[src/rtl/toneq_pkg.sv]
package toneq_pkg;

  localparam int NUM_CH  = 2;
  localparam int CH_PROG = 0;
  localparam int CH_SPEC = 1;

  typedef enum logic [1:0] {
    ST_IDLE = 2'd0,
    ST_QUAL = 2'd1,
    ST_ON   = 2'd2,
    ST_HOLD = 2'd3
  } toneState_t;

  // strobes from control to the tick counters of one channel
  typedef struct packed {
    logic clrCnt;   // restart the interval count
    logic incCnt;   // count on the next tick
    logic selHold;  // compare against the hold interval instead of the qualify interval
  } cntCmd_t;

endpackage

[src/rtl/toneQualDatapath.sv]
module toneQualDatapath
  import toneq_pkg::*;
#(
  parameter int TICK_DIV   = 3580,
  parameter int QUAL_TICKS = 50,
  parameter int HOLD_TICKS = 50
) (
  input  logic                 clk,
  input  logic                 rstN,
  input  cntCmd_t [NUM_CH-1:0] cmd,
  output logic    [NUM_CH-1:0] lastTick
);

  localparam int MAX_TICKS = (QUAL_TICKS > HOLD_TICKS) ? QUAL_TICKS : HOLD_TICKS;
  localparam int CNT_W     = $clog2(MAX_TICKS + 1);
  localparam int DIV_W     = (TICK_DIV > 1) ? $clog2(TICK_DIV) : 1;
  localparam logic [CNT_W-1:0] QUAL_LAST = CNT_W'(QUAL_TICKS - 1);
  localparam logic [CNT_W-1:0] HOLD_LAST = CNT_W'(HOLD_TICKS - 1);
  localparam logic [CNT_W-1:0] MAX_LAST  = CNT_W'(MAX_TICKS - 1);

  logic tick;

  // shared millisecond prescaler
  generate
    if (TICK_DIV > 1) begin : gPrescale
      localparam logic [DIV_W-1:0] DIV_LAST = DIV_W'(TICK_DIV - 1);
      logic [DIV_W-1:0] divCnt;
      always_ff @(posedge clk or negedge rstN) begin
        if (!rstN)                divCnt <= '0;
        else if (divCnt == DIV_LAST) divCnt <= '0;
        else                      divCnt <= divCnt + 1'b1;
      end
      assign tick = (divCnt == DIV_LAST);

      AST_TICK_SPACING: assert property (@(posedge clk) disable iff (!rstN) tick |=> !tick);
    end else begin : gNoPrescale
      assign tick = 1'b1;
    end
  endgenerate

  // one interval counter per channel
  generate
    for (genvar ch = 0; ch < NUM_CH; ch++) begin : gCnt
      logic [CNT_W-1:0] cnt;
      logic [CNT_W-1:0] limit;

      assign limit = cmd[ch].selHold ? HOLD_LAST : QUAL_LAST;

      always_ff @(posedge clk or negedge rstN) begin
        if (!rstN)                       cnt <= '0;
        else if (cmd[ch].clrCnt)         cnt <= '0;
        else if (cmd[ch].incCnt && tick) cnt <= cnt + 1'b1;
      end

      assign lastTick[ch] = tick && (cnt == limit);

      AST_CNT_BOUND: assert property (@(posedge clk) disable iff (!rstN) cnt <= MAX_LAST);
    end
  endgenerate

endmodule

[src/rtl/toneQualCtrl.sv]
module toneQualCtrl
  import toneq_pkg::*;
(
  input  logic                 clk,
  input  logic                 rstN,
  input  logic                 detEnable,
  input  logic    [NUM_CH-1:0] rawIn,
  input  logic    [NUM_CH-1:0] lastTick,
  output cntCmd_t [NUM_CH-1:0] cmd,
  output logic    [NUM_CH-1:0] outReg,
  output logic    [NUM_CH-1:0] riseReg
);

  logic [NUM_CH-1:0] presNext;
  logic [NUM_CH-1:0] gatedNext;

  generate
    for (genvar ch = 0; ch < NUM_CH; ch++) begin : gChan
      toneState_t st;
      toneState_t stNext;
      cntCmd_t    c;

      always_comb begin
        stNext = st;
        c      = '0;
        unique case (st)
          ST_IDLE: begin
            c.clrCnt = 1'b1;
            if (rawIn[ch]) stNext = ST_QUAL;
          end
          ST_QUAL: begin
            if (!rawIn[ch]) begin
              stNext   = ST_IDLE;
              c.clrCnt = 1'b1;
            end else if (lastTick[ch]) begin
              stNext = ST_ON;
            end else begin
              c.incCnt = 1'b1;
            end
          end
          ST_ON: begin
            if (!rawIn[ch]) begin
              stNext   = ST_HOLD;
              c.clrCnt = 1'b1;
            end
          end
          ST_HOLD: begin
            c.selHold = 1'b1;
            if (rawIn[ch]) begin
              stNext = ST_ON;
            end else if (lastTick[ch]) begin
              stNext   = ST_IDLE;
              c.clrCnt = 1'b1;
            end else begin
              c.incCnt = 1'b1;
            end
          end
          default: stNext = ST_IDLE;
        endcase
        if (!detEnable) begin
          stNext   = ST_IDLE;
          c.clrCnt = 1'b1;
          c.incCnt = 1'b0;
        end
      end

      always_ff @(posedge clk or negedge rstN) begin
        if (!rstN) st <= ST_IDLE;
        else       st <= stNext;
      end

      assign cmd[ch]      = c;
      assign presNext[ch] = (stNext == ST_ON) || (stNext == ST_HOLD);

      AST_RISE_SINGLE: assert property (@(posedge clk) disable iff (!rstN) riseReg[ch] |=> !riseReg[ch]);
      AST_RISE_EDGE: assert property (@(posedge clk) disable iff (!rstN) riseReg[ch] |-> (outReg[ch] && !$past(outReg[ch])));
    end
  endgenerate

  // cross suppression: the progress channel masks the special channel
  assign gatedNext[CH_PROG] = presNext[CH_PROG];
  assign gatedNext[CH_SPEC] = presNext[CH_SPEC] && !presNext[CH_PROG];

  always_ff @(posedge clk or negedge rstN) begin
    if (!rstN) begin
      outReg  <= '0;
      riseReg <= '0;
    end else begin
      outReg  <= gatedNext;
      riseReg <= gatedNext & ~outReg;
    end
  end

  AST_SPEC_MASKED: assert property (@(posedge clk) disable iff (!rstN) outReg[CH_SPEC] |-> !outReg[CH_PROG]);
  AST_ENABLE_CLEARS: assert property (@(posedge clk) disable iff (!rstN) !detEnable |=> (outReg == '0));
  AST_PROG_RISE_RAW: assert property (@(posedge clk) disable iff (!rstN) $rose(outReg[CH_PROG]) |-> $past(rawIn[CH_PROG]));
  AST_PROG_FALL_CAUSE: assert property (@(posedge clk) disable iff (!rstN) $fell(outReg[CH_PROG]) |-> (!$past(rawIn[CH_PROG]) || !$past(detEnable)));

endmodule

[src/rtl/toneQualTop.sv]
module toneQualTop
  import toneq_pkg::*;
#(
  parameter int TICK_DIV   = 3580,
  parameter int QUAL_TICKS = 50,
  parameter int HOLD_TICKS = 50
) (
  input  logic clk,
  input  logic rstN,
  input  logic detEnable,
  input  logic progRaw,
  input  logic specRaw,
  output logic progPresent,
  output logic specPresent,
  output logic progRise,
  output logic specRise
);

  cntCmd_t [NUM_CH-1:0] cmd;
  logic    [NUM_CH-1:0] lastTick;
  logic    [NUM_CH-1:0] rawIn;
  logic    [NUM_CH-1:0] outReg;
  logic    [NUM_CH-1:0] riseReg;

  assign rawIn[CH_PROG] = progRaw;
  assign rawIn[CH_SPEC] = specRaw;

  toneQualCtrl uCtrl (
    .clk      (clk),
    .rstN     (rstN),
    .detEnable(detEnable),
    .rawIn    (rawIn),
    .lastTick (lastTick),
    .cmd      (cmd),
    .outReg   (outReg),
    .riseReg  (riseReg)
  );

  toneQualDatapath #(
    .TICK_DIV  (TICK_DIV),
    .QUAL_TICKS(QUAL_TICKS),
    .HOLD_TICKS(HOLD_TICKS)
  ) uDp (
    .clk     (clk),
    .rstN    (rstN),
    .cmd     (cmd),
    .lastTick(lastTick)
  );

  assign progPresent = outReg[CH_PROG];
  assign specPresent = outReg[CH_SPEC];
  assign progRise    = riseReg[CH_PROG];
  assign specRise    = riseReg[CH_SPEC];

endmodule

[config.mk]
export PLATFORM = sky130hd
export DESIGN_NAME = toneQualTop
export DESIGN_NICKNAME = d
export VERILOG_FILES = /design/src/rtl/toneq_pkg.sv /design/src/rtl/toneQualDatapath.sv /design/src/rtl/toneQualCtrl.sv /design/src/rtl/toneQualTop.sv
export SDC_FILE = /design/constraint.sdc
export NUM_CORES = 1
export LEC_CHECK = 0
export BUFFER_PORTS_ARGS = -buffer_cell sky130_fd_sc_hd__buf_2
export CAP_MARGIN = 20
export CORE_MARGIN = 2
export CORE_UTILIZATION = 52
export CTS_CLUSTER_SIZE = 20
export DETAILED_ROUTE_END_ITERATION = 10
export GPL_TIMING_DRIVEN = 0
export PLACE_DENSITY = 0.69
export SLEW_MARGIN = 25
export SYNTH_ARGS = -nofsm -noshare
export SYNTH_HDL_FRONTEND = slang
export SYNTH_SLANG_ARGS = --single-unit
[constraint.sdc]
create_clock -name clk -period 4.25 [get_ports clk]
set_input_delay 0.85 -clock clk [delete_from_list [all_inputs] [get_ports clk]]
set_output_delay 0.85 -clock clk [all_outputs]
set_load 0.005 [all_outputs]
After elaboration in Yosys (flattened, before gate mapping)
Index checks and enable logic that the tools add are counted.
- $add $sub $neg: 3
- multipliers: 0
- divide/modulo/power cells: 0
- magnitude comparators: 0
- eq/ne operators: 13
- shift-type cells: 0
- muxes and demuxes: 37
- bitwise logic cells: 2
- reductions and logical operators: 14
- operators with widths (cell ; number):
    $mux 2 ; 18
    $mux 6 ; 4
    $eq 2x2->1 const B ; 8
    $pmux 2 s4 ; 2
    $add 12x1->12 const B ; 1
    $add 6x1->6 const B ; 2
    $eq 12x12->1 const B ; 1
    $eq 6x6->1 const B ; 2
    $mux 12 ; 1
    $mux 1 ; 8
    $pmux 1 s3 ; 2
    $logic_and 1x1->1 ; 5
    $eq 2x1->1 const B ; 2
    $logic_not 2->1 ; 2
    $pmux 1 s2 ; 2
    $reduce_bool 2->1 ; 2
    $reduce_or 2->1 ; 2
    $and 2x2->2 ; 1
    $logic_or 1x1->1 ; 2
    $not 2->2 ; 1
    $logic_not 1->1 ; 1
- register bits after elaboration: 32
- latch bits: 0
- bits in writable memories: 0
- memory bits (read-only): 0
- output and inout bits: 4
- logic and storage cells: 76
- memories kept: 0

Longest topological paths before layout
- depth after elaboration: 11
- mapped depth: 7
- gate-level depth less buffers: 7

Cells and area by module
Synthesis repeated with hierarchy kept, for this count alone.
- cells, all modules: 188
- area, all modules: 1879.3 um^2
- by module, submodules not included (module ; times used ; cells each ; area an instance (um^2) ; sequential area each (um^2)):
    toneQualDatapath ; 1 ; 129 ; 1308.8 ; 600.6
    toneQualCtrl ; 1 ; 59 ; 570.5 ; 200.2

Worst setup path before layout
No wires, ideal clock.
- path kind: input port to flip-flop
- start point: input progRaw
- end point: register uDp.gCnt[0].cnt[4]
- data arrival time: 1.858 ns
- path slack: 2.315 ns
- stages on the path: 5
- path buffers: 1
- path through: buf_2 > mux2_2 > nand3_1 > or3_1 > a21oi_1
- longest elaborated chain between the ends: 5
- elaborated cells between the ends (all ways): 9
- those cells by class: mux (7); reduce/logical (2)
- RTL lines (element ; line ; text):
    start: declaration ; toneQualTop.sv:11 ; input logic progRaw,
    $mux 2 or $mux 1 (tied branches) ; toneQualCtrl.sv:49, toneQualCtrl.sv:32 ;
    $pmux 1 s2 ; toneQualCtrl.sv:26 ; unique case (st)
    $mux 2 * ; toneQualCtrl.sv:60 ; if (!detEnable) begin
    $logic_and 1x1->1 ; toneQualDatapath.sv:52 ; else if (cmd[ch].incCnt && tick) cnt <= cnt + 1'b1;
    $reduce_bool 2->1 (no line) ; n/a ;
    end signal: assignment ; toneQualDatapath.sv:52 ;
    end: declaration ; toneQualDatapath.sv:44 ; logic [CNT_W-1:0] cnt;
Every way passes the cells marked *; elsewhere a longest branch is shown, timed or not.
A chain may end at the register's enable or synchronous reset.

Worst setup path in the final report
- start point: register uDp.gCnt[1].cnt[1]
- end point: register uDp.gCnt[1].cnt[5]
- longest elaborated chain between the ends: 8
- elaborated cells between the ends (all ways): 14
- those cells by class: add/sub (1); eq/ne (1); mux (9); reduce/logical (3)
- RTL lines (element ; line ; text):
    start: declaration ; toneQualDatapath.sv:44 ;
    start signal: assignment ; toneQualDatapath.sv:52 ;
    $eq 6x6->1 ; toneQualDatapath.sv:55 ; assign lastTick[ch] = tick && (cnt == limit);
    $logic_and 1x1->1 ; toneQualDatapath.sv:55 ;
    $mux 1 ; toneQualCtrl.sv:35, toneQualCtrl.sv:51 ;
    $mux 2 or $mux 1 (tied branches) ; toneQualCtrl.sv:49, toneQualCtrl.sv:32 ;
    $pmux 1 s2 ; toneQualCtrl.sv:26 ;
    $mux 2 ; toneQualCtrl.sv:60 ;
    $logic_and 1x1->1 ; toneQualDatapath.sv:52 ;
    $reduce_bool 2->1 (no line) ; n/a ;
Several ways; a longest one is shown, not always the timed one. The select of a mux whose other input is x is not followed.

==> impl_metrics.yaml <==
die:
  dieArea_sq_um: 4020
  start_util_pct: 54.6
  rows: 21
  io_pins: 9
  coreArea_sq_um: 3360
  die_h_um: 63.4
  die_w_um: 63.4
timing:
  fin_setup_tns_ns: 0
  finalCriticalPeriod_ns: 2.00
  fin_crit_sh_pct: 47.0
  clock_skew_ns: 0.00917
  setup_viol: 0
  fmax_mhz: 500
  maxSlewViolCount: 0
  setup_ws_ns: 2.25
  hold_viol_final: 0
  tightest_slew_ns: 0.717
  relSlewSlack_pct: 52.2
  rsz0062_at_grt: "false"
route:
  routed_via_density: 5.75
  wirelength_mm: 3.63
  drc: 0
  ant_nets: 0
  vias: 1495
  first_iter_violations: 93
  wl_per_cell_um: 14.0
  dr.pass1.iters: 5
global_routing:
  grt_max_degree: 33
  grt_overflow_total: 0
  grt_pass1_vias: 1533
  antenna_found_initial: 0
  grt_pass1_wl_mm: 6.50
  grt_usage_pct: 20.6
synth:
  synth_top_area_share_pct: 43.6
  yosys.area.top_type: "dfrtp_1"
  seq_area_frac_synth_pct: 43.6
  ys_async_sr_fraction_pct: 100
  syn-num-nets: 217
  avgSynthCellArea_sq_um: 9.22
  postSynthCellCount: 199
  mappedNetlistArea_sq_um: 1840
  synth_cell_types: 39
  ys_ff_latch: 32
  post-synth-top-count-cell: "dfrtp_1"
  synth_edf_count: 0
  synth_warnings: 0
  synth_top_cells_by_count: "32 x dfrtp_1, 30 x nor2_1, 17 x nand2_1"
  synth_ff_type: "dfrtp_1"
  synthTopCellsByArea: "dfrtp_1 44%, ha_1 8.9%, nor2_1 6.1%"
worst_setup_path:
  arrival_ns: 2.20
  worst_setup_path_end_kind: "flip-flop"
  rr_worst_depth: 7
  crit_path_start_kind: "flip-flop"
  worst-setup-path-type: "flip-flop to flip-flop"
  worstPathRequired_ns: 4.46
  path_max_fanout: 6
placement:
  placed_area_sq_um: 1930
  place_congestion: 0.889
  portBuffers: 7
  dp_slack_ns: 2.22
  dp_hpwl_mm: 2.56
power_and_ir_drop:
  power.total_uw: 597
  pwr_density_cell_nw_per_um2: 301
  vdd_drop_max_v: 0.000199
  power.leakage_uw: 0.000871
finish:
  layout.nets: 231
  stdcell_area_sq_um: 1990
  drive_gt1_share_pct: 12.6
  area_growth_pct: 8.25
  antennaDiodeCount: 0
  fin_util_pct: 59.1
status:
  run_status: "finished, final reports clean"
worst_hold_path:
  hp-class: "flip-flop to flip-flop"
  whs_path_depth: 1
job:
  maxCapViolCount: 0
clock_network:
  ctsHoldBuffers: 0
  htree_levels: 2
  ctsResizeCount: 0
  cts_tree: "done"
  cts_buffers: 5
  clk_pin_slew_worst_paths_ns: 0.10
  clockBufferDepth: 2
  cts_root_buf: "clkbuf_4"
  cts_setup_buffers: 0
  clock-sinks: 32
  clk_latency_ns: 0.33
==> per-stage QoR <==
step | hold slack, ns | cells
2_1_floorplan | 0.433 | 199
3_3_place_gp | 0.413 | 252
3_5_place_dp | 0.421 | 252
4_1_cts | 0.434 | 260
5_1_grt | 0.444 | 260
6_report | 0.428 | 260
==> power by group <==
part           total, uW  switching (uW)  leakage (uW)  internal (uW)
Combinational       92.4            56.3      0.000409           36.1
Clock                186             104     0.0000326           81.6
Sequential           319            6.04      0.000429            313
Total                597             166      0.000871            431
==> area by class of cell <==
cell class,instances,area (sq um)
Sequential cell,32,801
Inverter,14,52.6
Timing Repair Buffer,7,35.0
Buffer,5,26.3
Fill cell,318,1380
Clock buffer,8,58.8
Tap cell,46,57.6
Multi-Input combinational cell,148,956
==> metal layers <==
metal / vias up / part of all wire, % / GRT usage [%]
li1: 715 / - / -
met1: 726 / 45 / 24.1
met2: 42 / 49 / 35.3
met3: 12 / 4.1 / 5.54
met4: 0 / 2.4 / 9.24
met5: - / 0 / 0
==> registers in the layout (all words and copies together) (netlist names) <==
| signal | cells |
|---|---|
| uCtrl.gChan.st | 4 |
| uDp.gPrescale.divCnt | 12 |
| uCtrl.outReg | 2 |
| uDp.gCnt.cnt | 12 |
| uCtrl.riseReg | 2 |
==> critical path: stages (launching register included) <==
cell,delay (ns)
dfrtp_1,0.43
inv_1,0.07
ha_1,0.14
nand2_1,0.07
nor4_1,0.49
a31oi_1,0.18
o21ai_1,0.38
nor2_1,0.12
==> placed cells by master, fill, tap and decap left out, drive strengths merged, types with 3 or more instances in the layout <==
cell,instances
clkbuf,9
o21ai,10
nand3,6
nor2,30
buf,11
nor3,6
ha,13
xor2,5
nand4,8
and2,6
xnor2,10
dfrtp,32
nand2,17
and3,4
a211oi,3
a21oi,7
inv,14
==> kinds of logic after synthesis <==
logic type               synth area share [%]
XOR/XNOR                                 7.16
adder cells (fa/ha/maj)                  8.86
buffers and inverters                    4.29
flip-flops                               43.6
AO/OA/AOI/OAI                            11.2
AND/OR/NAND/NOR                          23.0
multiplexers                             1.77
==> path summary, 6_finish.rpt <==
kind,startpoint,slack (ns),end
worst max-delay path,uDp.gCnt[1].cnt[1],2.25,uDp.gCnt[1].cnt[5]
worst min-delay path,uCtrl.outReg[1],0.43,uCtrl.riseReg[1]
worst max register to register,uDp.gCnt[1].cnt[1],2.25,uDp.gCnt[1].cnt[5]
worst min register to register,uCtrl.outReg[1],0.43,uCtrl.riseReg[1]
max in group asynchronous,rstN,3.23,uCtrl.riseReg[1]
min in group asynchronous,rstN,0.56,uDp.gCnt[0].cnt[0]
No activity file was read; power rests on OpenSTA's default activity.
